`config.mk`:
```
export PLATFORM = sky130hd
export DESIGN_NAME = blank_dim_gate
export DESIGN_NICKNAME = d
export VERILOG_FILES = /design/src/rtl/blank_dim_pkg.sv /design/src/rtl/dim_counter.sv /design/src/rtl/duty_gen.sv /design/src/rtl/digit_lane.sv /design/src/rtl/blank_dim_gate.sv
export SDC_FILE = /design/constraint.sdc
export NUM_CORES = 1
export LEC_CHECK = 0
export ABC_AREA = 1
export BUFFER_PORTS_ARGS = -buffer_cell sky130_fd_sc_hd__clkbuf_2
export CORE_MARGIN = 2
export CORE_UTILIZATION = 45
export DETAILED_ROUTE_END_ITERATION = 16
export SYNTH_ARGS = -nofsm -noshare
export SYNTH_HDL_FRONTEND = slang
export SYNTH_SLANG_ARGS = --single-unit
```
`constraint.sdc`:
```
create_clock -name clk -period 11.1 [get_ports clk]
set_input_delay 2.22 -clock clk [delete_from_list [all_inputs] [get_ports clk]]
set_output_delay 2.22 -clock clk [all_outputs]
set_load 0.1 [all_outputs]
```
`src/rtl/blank_dim_pkg.sv`:
```
package blank_dim_pkg;

    // Register-side controls for the whole display.
    typedef struct packed {
        logic       compat;   // 1: register features ignored
        logic       mblank;   // master blank
        logic [2:0] level;    // brightness level, 0 brightest
    } ctrl_t;

    // Per-position attribute pair.
    typedef struct packed {
        logic cursor;     // cursor requested here
        logic keep_lit;   // shield from blanking
    } attr_t;

    // Duty in percent for each level.
    function automatic int unsigned duty_pct(input logic [2:0] lvl);
        case (lvl)
            3'd0:    return 100;
            3'd1:    return 60;
            3'd2:    return 40;
            3'd3:    return 27;
            3'd4:    return 17;
            3'd5:    return 10;
            3'd6:    return 7;
            default: return 3;
        endcase
    endfunction

    // Duty scaled to the counter period.
    function automatic int unsigned duty_ticks(input logic [2:0] lvl,
                                               input int unsigned period);
        return (duty_pct(lvl) * period) / 100;
    endfunction

endpackage

```
`src/rtl/dim_counter.sv`:
```
module dim_counter #(
    parameter int unsigned PERIOD = 100,
    localparam int unsigned CW    = $clog2(PERIOD)
) (
    input  logic          clk,
    input  logic          rst,
    output logic [CW-1:0] count
);
    localparam logic [CW-1:0] LAST = CW'(PERIOD - 1);

    always_ff @(posedge clk) begin
        if (rst)
            count <= '0;
        else if (count == LAST)
            count <= '0;
        else
            count <= count + CW'(1);
    end
endmodule

```
`src/rtl/duty_gen.sv`:
```
module duty_gen
    import blank_dim_pkg::*;
#(
    parameter int unsigned PERIOD = 100,
    localparam int unsigned CW    = $clog2(PERIOD)
) (
    input  logic [CW-1:0] count,
    input  logic [2:0]    level,
    output logic          dim_ok,
    output logic          half_ok
);
    localparam logic [CW:0] HALF = (CW+1)'(PERIOD / 2);

    logic [CW:0] thr;

    always_comb begin
        thr     = (CW+1)'(duty_ticks(level, PERIOD));
        dim_ok  = {1'b0, count} < thr;
        half_ok = {1'b0, count} < HALF;
    end
endmodule

```
`src/rtl/digit_lane.sv`:
```
module digit_lane
    import blank_dim_pkg::*;
(
    input  logic  clk,
    input  logic  rst,
    input  logic  blank_n,
    input  logic  cursor_en,
    input  ctrl_t ctrl,
    input  attr_t attr,
    input  logic  dim_ok,
    input  logic  half_ok,
    output logic  drive_q,
    output logic  cursor_q
);
    logic pin_blank, reg_blank, shield, lit, cur, drive_d;

    always_comb begin
        pin_blank = !blank_n;
        reg_blank = !ctrl.compat && ctrl.mblank;
        shield    = !ctrl.compat && attr.keep_lit;
        lit       = !((pin_blank || reg_blank) && !shield);
        cur       = cursor_en && attr.cursor;
        drive_d   = lit && (ctrl.compat || dim_ok) && (!cur || half_ok);
    end

    always_ff @(posedge clk) begin
        if (rst) begin
            drive_q  <= 1'b0;
            cursor_q <= 1'b0;
        end else begin
            drive_q  <= drive_d;
            cursor_q <= cur;
        end
    end
endmodule

```
`src/rtl/blank_dim_gate.sv`:
```
module blank_dim_gate
    import blank_dim_pkg::*;
#(
    parameter int unsigned DIGITS     = 4,
    parameter int unsigned DIM_PERIOD = 100,
    localparam int unsigned CW        = $clog2(DIM_PERIOD)
) (
    input  logic              clk,
    input  logic              rst,
    input  logic              blank_n_i,
    input  logic              cursor_en_i,
    input  logic              compat_i,
    input  logic              master_blank_i,
    input  logic [2:0]        level_i,
    input  logic [DIGITS-1:0] cursor_bits_i,
    input  logic [DIGITS-1:0] keep_lit_i,
    output logic [DIGITS-1:0] drive_en_o,
    output logic [DIGITS-1:0] show_cursor_o
);
    logic [CW-1:0] dim_count;
    logic          dim_ok, half_ok;
    ctrl_t         ctrl;

    assign ctrl = '{compat: compat_i, mblank: master_blank_i, level: level_i};

    dim_counter #(.PERIOD(DIM_PERIOD)) u_count (
        .clk   (clk),
        .rst   (rst),
        .count (dim_count)
    );

    duty_gen #(.PERIOD(DIM_PERIOD)) u_duty (
        .count   (dim_count),
        .level   (level_i),
        .dim_ok  (dim_ok),
        .half_ok (half_ok)
    );

    for (genvar d = 0; d < DIGITS; d++) begin : g_lane
        attr_t attr;
        assign attr = '{cursor: cursor_bits_i[d], keep_lit: keep_lit_i[d]};

        digit_lane u_lane (
            .clk       (clk),
            .rst       (rst),
            .blank_n   (blank_n_i),
            .cursor_en (cursor_en_i),
            .ctrl      (ctrl),
            .attr      (attr),
            .dim_ok    (dim_ok),
            .half_ok   (half_ok),
            .drive_q   (drive_en_o[d]),
            .cursor_q  (show_cursor_o[d])
        );
    end
endmodule

```
==> summary.txt, run 1 <==
Post-synth ARST share: 0%
CP max stage delay: 0.46 ns
GRT Util Overall: 20.8%
First-pass GRT wire length: 13.0 mm
Post-DP HPWL: 6.20 mm
Post-Route WL: 7.33 mm
# hold bufs at CTS: 0
TritonCTS Buffers: 3
DIE HEIGHT: 86.5 um
Detailed-route wire length per cell: 12.0 um
Clk pin slew, worst setup/hold paths: 0.06 ns
Nature of the critical path endpoint: flop
Register area: 300 um^2
Period minus WS final: 10.10 ns
Xor/xnor share of the synthesized area: 3.43%
Hold WC Path Type: reg -> reg
Layout area overhead: 6.21%
Critical path type: in -> reg
Max-slew violation count: 0
Vias per cell: 5.20
Ant diodes: 0
Post-synthesis adder-cell area fraction: 14.1%
Ratio of cells with drive above 1 in the final layout: 17.2%
Sequential-to-total area share from yosys stat: 9.81%
Top cells by area, synth: nand2_1 16%, ha_1 13%, dfxtp_1 9.8%
Clock skew: 0.00411 ns
CTS tree: yes
Hold Slack: 0.490 ns
Syn_nets: 563
Sink Count: 15
Tcrit/Tclk final: 91.0%
Yosys top cell area share: 16.4%
Commonest non-fill, non-tap cells in the layout: 134 x nand2_1, 77 x inv_1, 49 x nand3_1, 36 x nor2_1, 33 x ha_1
Static Leakage: 1.83 nW
PortBufs: 24
Synth cell types: 45
Least-Margin Pin Slew: 0.544 ns
Slowest stage cell, crit path: fa_1
Post-synthesis compound-gate area fraction: 11.0%
Post-Synth Simple-Gate Area: 47.6%
Number of global-route vias before repair: 2968
Worst EP arrival: 10.24 ns
Setup-failing EPs final: 0
Fmax: 99.0 MHz
CP top delay family: simple AND/OR/NAND/NOR gates
EDFF count, synth: 0
MaxCap Viol Count: 0
Initial antenna violation count: 0
Gpl congestion: 0.868
RSZ-0062 raised after global routing: no
Final nets: 582
Mux cell area share after synthesis: 0%
Area of the mapped netlist: 3060 um^2
Avg Inst Size Synth: 5.98 um^2
Final hold viol count: 0
Yosys reg bits: 15
Core area: 6680 um^2
H-Tree Depth: 1
Die area: 7480 um^2
CTS root buf: clkbuf_8
Antenna Nets Post-Route: 0
Most used cell, CP: nand2_1
Largest family of logic cells by synthesized area: simple AND/OR/NAND/NOR gates
Worst Path Buf+Inv: 9
Largest net degree at the start of global routing: 15
Worst Path Required: 11.24 ns
DRT iter0 DRCs: 194
Cts repair resizes: 0
Relative slew slack: 63.9%
DR pass1 iterations: 6
Setup TNS: 0 ns
Gr ovfl total: 0
Post-route DRC: 0
Die Span X: 86.5 um
# fillers: 713
Rows: 30
Clock Tree Buf Depth: 2
Cells after Synth: 512
Pwr/cell area: 239 nW/um^2
Synth Flop Type: dfxtp_1
Most common cell after layout, fill and taps aside: nand2_1
Startpoint type of the worst setup path: input port
Post-CTS Setup Inserts: 0
Crit path max fanout: 12
Boundary pin count: 25
Peak supply drop: 109 uV
Warnings from Yosys: 0
Post-synth top area cell: nand2_1
Skew-Pair Late Insertion Delay: 0.25 ns
Area of the multi-input gates: 2330 um^2
Vias: 3175
Initial Util: 45.8%
Status: finished clean
[sequential cells by signal, summed over array words and instances (netlist names)]
| signal | count |
|---|---|
| u_count.count | 7 |
| g_lane.u_lane.cursor_q | 4 |
| g_lane.u_lane.drive_q | 4 |
[path summary, 6_finish.rpt]
path	start	endpoint	slack [ns]	cells after the start
setup reg to reg	u_count.count[1]	g_lane[0].u_lane.drive_q	9.18	10
hold reg to reg	u_count.count[0]	u_count.count[0]	0.49	1
hold / removal	u_count.count[0]	u_count.count[0]	0.49	1
setup / recovery	level_i[1]	g_lane[0].u_lane.drive_q	1.0	58
[Yosys cell counts, types with 2 or more instances]
library cell,instances
a21oi_1,23
buf_4,8
buf_6,2
dfxtp_1,15
ha_1,33
inv_1,77
inv_2,10
nand2_1,134
nand2_2,22
nand2_4,3
nand3_1,49
nand3_2,7
nand3b_1,3
nand4_1,15
nand4_4,2
nor2_1,36
nor2_2,7
nor3_1,12
nor4_1,4
o211ai_1,4
o21ai_0,11
o21ai_1,2
xnor2_1,2
xor2_1,10
[logic make-up after synthesis]
| group | count (synthesis) |
|---|---|
| xor gates and xnor gates | 12 |
| adders and majority gates | 34 |
| buffers and inverters | 101 |
| and+or+nand+nor | 297 |
| DFF | 15 |
| AOI/OAI and AO/OA | 53 |
[area by class of cell]
cell class / instances / share of cell area, %
flip-flops and latches: 15 / 9.24
well taps: 80 / 3.08
inverters: 89 / 10.4
repair buffers: 26 / 4.16
clock buffers: 3 / 1.27
multi-input cells: 396 / 71.7
clock inverters: 1 / 0.154
[through the flow]
| step | worst slack, ns | util, % | cells | power, mW | cell area (um^2) |
|---|---|---|---|---|---|
| 2_1_floorplan | 1.96 | - | 512 | 0.628 | 3060 |
| 4_1_cts | 0.912 | 48.7 | 610 | 0.777 | 3250 |
| 5_1_grt | 0.00697 | 48.7 | 610 | 0.885 | 3250 |
| 3_3_place_gp | 0.713 | 48.0 | 606 | 0.724 | 3200 |
| 3_5_place_dp | 0.696 | 48.0 | 606 | 0.730 | 3200 |
| 6_report | 1.00 | 48.7 | 610 | 0.777 | 3250 |
[per-layer routing]
layer	wire, um	track usage, %	vias up
met3	274	0.857	15
met1	3600	28.5	1397
met5	0	0	-
li1	-	-	1697
met2	3290	35.2	66
met4	166	6.68	0
[worst reg2reg max path, stage by stage, from the launching register on]
cell and delay (ns):
dfxtp_1 0.41, ha_1 0.26, o21ai_0 0.07, nand2_1 0.07, a21o_1 0.15, a21oi_1 0.13, nor2_1 0.05, a211o_1 0.23
a21oi_1 0.15, nor2_1 0.09, nor4_1 0.20
[power breakdown]
group          leakage, nW  total (mW)  switching (mW)  internal, mW
Clock               0.0255      0.0433          0.0185        0.0248
Combinational         1.68       0.676           0.456         0.219
Sequential           0.123      0.0583         0.00175        0.0566
Total                 1.83       0.777           0.477         0.300
Note: power is estimated with default switching activity, not from simulation.
==> inputs of run 2 (changes only) <==
RECOVER_POWER = 100   (was unset)
==> run 2 against run 1 <==
Critical path depth stayed put. Register-to-register slack hardly changed. Via count hardly changed. Sequential share of layout area hardly changed. Sequential power hardly changed. Non-clock buffer count stayed put. Power is 0.11% lower. Maximum frequency hardly changed. Clock-buffer cell count stayed put. Critical path type unchanged. Critical endpoint unchanged. Largest cell class unchanged.
==> summary.txt, run 2 (synthesis gave the netlist of run 1 again) <==
Status: finished clean (unchanged)
First-pass GRT wire length: 13.0 mm (unchanged)
NetSw: 0.476 mW (was 0.477 mW)
Clk pin slew, worst setup/hold paths: 0.06 ns (about the same)
Most common cell after layout, fill and taps aside: nand2_1 (unchanged)
Reg with most FFs: u_count.count (unchanged)
Crit path max fanout: 12 (unchanged)
Clock Tree Buf Depth: 2 (unchanged)
Least-Margin Pin Slew: 1.18 ns (was 0.544 ns)
Comb pwr share: 86.9% (about the same)
Post-Place Cells: 606 (unchanged)
Peak supply drop: 109 uV (about the same)
GRT Util Overall: 20.8% (unchanged)
DRT iter0 DRCs: 196 (was 194)
FF-to-FF Start: u_count.count[1] (unchanged)
Antenna Nets Post-Route: 0 (unchanged)
Ratio of cells with drive above 1 in the final layout: 15.3% (was 17.2%)
P_int: 0.300 mW (about the same)
Final nets: 582 (unchanged)
CTS root buf: clkbuf_8 (unchanged)
Setup-failing EPs final: 0 (unchanged)
Core area: 6680 um^2 (unchanged)
Pwr/cell area: 240 nW/um^2 (was 239 nW/um^2)
# hold bufs at CTS: 0 (unchanged)
Fmax: 99.0 MHz (about the same)
Number of global-route vias before repair: 2968 (unchanged)
Post-DP HPWL: 6.20 mm (unchanged)
Sw Ratio: 61.4% (was 61.3%)
DIE HEIGHT: 86.5 um (unchanged)
Worst Path Required: 11.24 ns (about the same)
Clock Power Share: 5.6% (about the same)
Nature of the critical path endpoint: flop (unchanged)
Commonest non-fill, non-tap cells in the layout: 134 x nand2_1, 77 x inv_1, 49 x nand3_1, 36 x nor2_1, 33 x ha_1 (unchanged)
RSZ-0062 raised after global routing: no (unchanged)
Setup slack, reg-to-reg: 9.18 ns (about the same)
Worst EP arrival: 10.24 ns (about the same)
Ant diodes: 0 (unchanged)
TritonCTS Buffers: 3 (unchanged)
Non-Filler Instances: 610 (unchanged)
Critical path type: in -> reg (unchanged)
DR pass1 iterations: 7 (was 6)
Initial Util: 45.8% (unchanged)
Sequential Power Share: 7.5% (about the same)
Layout area overhead: 5.85% (was 6.21%)
Rows: 30 (unchanged)
Vias per cell: 5.20 (about the same)
Skew-Pair Late Insertion Delay: 0.25 ns (about the same)
Largest net degree at the start of global routing: 15 (unchanged)
Post-CTS Setup Inserts: 0 (unchanged)
Startpoint type of the worst setup path: input port (unchanged)
Register area: 300 um^2 (unchanged)
Post-Route WL: 7.34 mm (was 7.33 mm)
Final Power: 0.776 mW (was 0.777 mW)
Slowest stage cell, crit path: fa_1 (unchanged)
Launch point of the critical path: level_i[1] (unchanged)
Initial antenna violation count: 0 (unchanged)
H-Tree Depth: 1 (unchanged)
Hold Crit Start: u_count.count[0] (unchanged)
Vias: 3173 (was 3175)
Tcrit/Tclk final: 91.0% (about the same)
Max reg flops: 7 (unchanged)
Clock skew: 0.00359 ns (was 0.00411 ns)
Period minus WS final: 10.10 ns (about the same)
Cts repair resizes: 0 (unchanged)
Max-slew violation count: 0 (unchanged)
Detailed-route wire length per cell: 12.0 um (about the same)
CP max stage delay: 0.46 ns (about the same)
Die area: 7480 um^2 (unchanged)
Boundary pin count: 25 (unchanged)
Largest registers: u_count.count: 7 flops, g_lane.u_lane.cursor_q: 4 flops, g_lane.u_lane.drive_q: 4 flops (unchanged)
Hold WC Path Type: reg -> reg (unchanged)
Final hold viol count: 0 (unchanged)
MaxCap Viol Count: 0 (unchanged)
Relative slew slack: 21.6% (was 63.9%)
Gr ovfl total: 0 (unchanged)
# fillers: 719 (was 713)
Sink Count: 15 (unchanged)
Post-route DRC: 0 (unchanged)
Hold Slack: 0.488 ns (was 0.490 ns)
PortBufs: 24 (unchanged)
Setup TNS: 0 ns (unchanged)
Area of the multi-input gates: 2330 um^2 (unchanged)
Most used cell, CP: nand2_1 (unchanged)
Die Span X: 86.5 um (unchanged)
CTS tree: yes (unchanged)
Static Leakage: 1.80 nW (was 1.83 nW)
Gpl congestion: 0.868 (unchanged)
==> run 2: cell counts in the layout (fill, tap and decap cells not counted) <==
No cell type changed its count.
==> run 2: area by class of cell <==
class                           count  area share [%]
Multi-Input combinational cell    396            72.0
Inverter                           89            10.4
Sequential cell                    15            9.27
Timing Repair Buffer               26            3.82
Tap cell                           80            3.09
Clock buffer                        3            1.27
Clock inverter                      1           0.154
==> run 2: routing by layer <==
layer | vias up | GRT usage (%) | share of wire (%)
met4 | 0 | 6.68 | 2.3
met5 | - | 0 | 0
li1 | 1697 | - | -
met1 | 1390 | 28.5 | 49
met2 | 71 | 35.2 | 45
met3 | 15 | 0.857 | 3.9
==> run 2: worst paths after layout <==
| path | to | depth (start not counted) |
|---|---|---|
| setup reg to reg | g_lane[0].u_lane.drive_q | 10 |
| hold reg to reg | u_count.count[0] | 1 |
| hold / removal | u_count.count[0] | 1 |
| setup / recovery | g_lane[0].u_lane.drive_q | 58 |
==> run 2: worst max-delay path: cells and delay by family <==
kind / cells / cell delay, ns
simple gates: 36 / 3.85
fa+ha+maj: 7 / 2.17
buf+inv: 9 / 1.11
compound gates: 6 / 0.89
==> run 2: power groups by stage <==
stage,Sequential [mW],Clock [mW],Combinational (mW)
floorplan,0.0589,0,0.569
global placement,0.0594,0,0.665
detailed placement,0.0595,0,0.670
CTS,0.0583,0.0450,0.674
global route,0.0586,0.0484,0.777
finish,0.0583,0.0432,0.675
==> run 2: stage by stage <==
| step | cell area [um^2] | setup WS, ns | util [%] |
|---|---|---|---|
| after CTS | 3250 | 0.912 | 48.7 |
| after floorplan | 3060 | 1.96 | - |
| final | 3240 | 0.997 | 48.5 |
| after global placement | 3200 | 0.713 | 48.0 |
| after detailed placement | 3200 | 0.696 | 48.0 |
| after global routing | 3240 | 0.00697 | 48.5 |
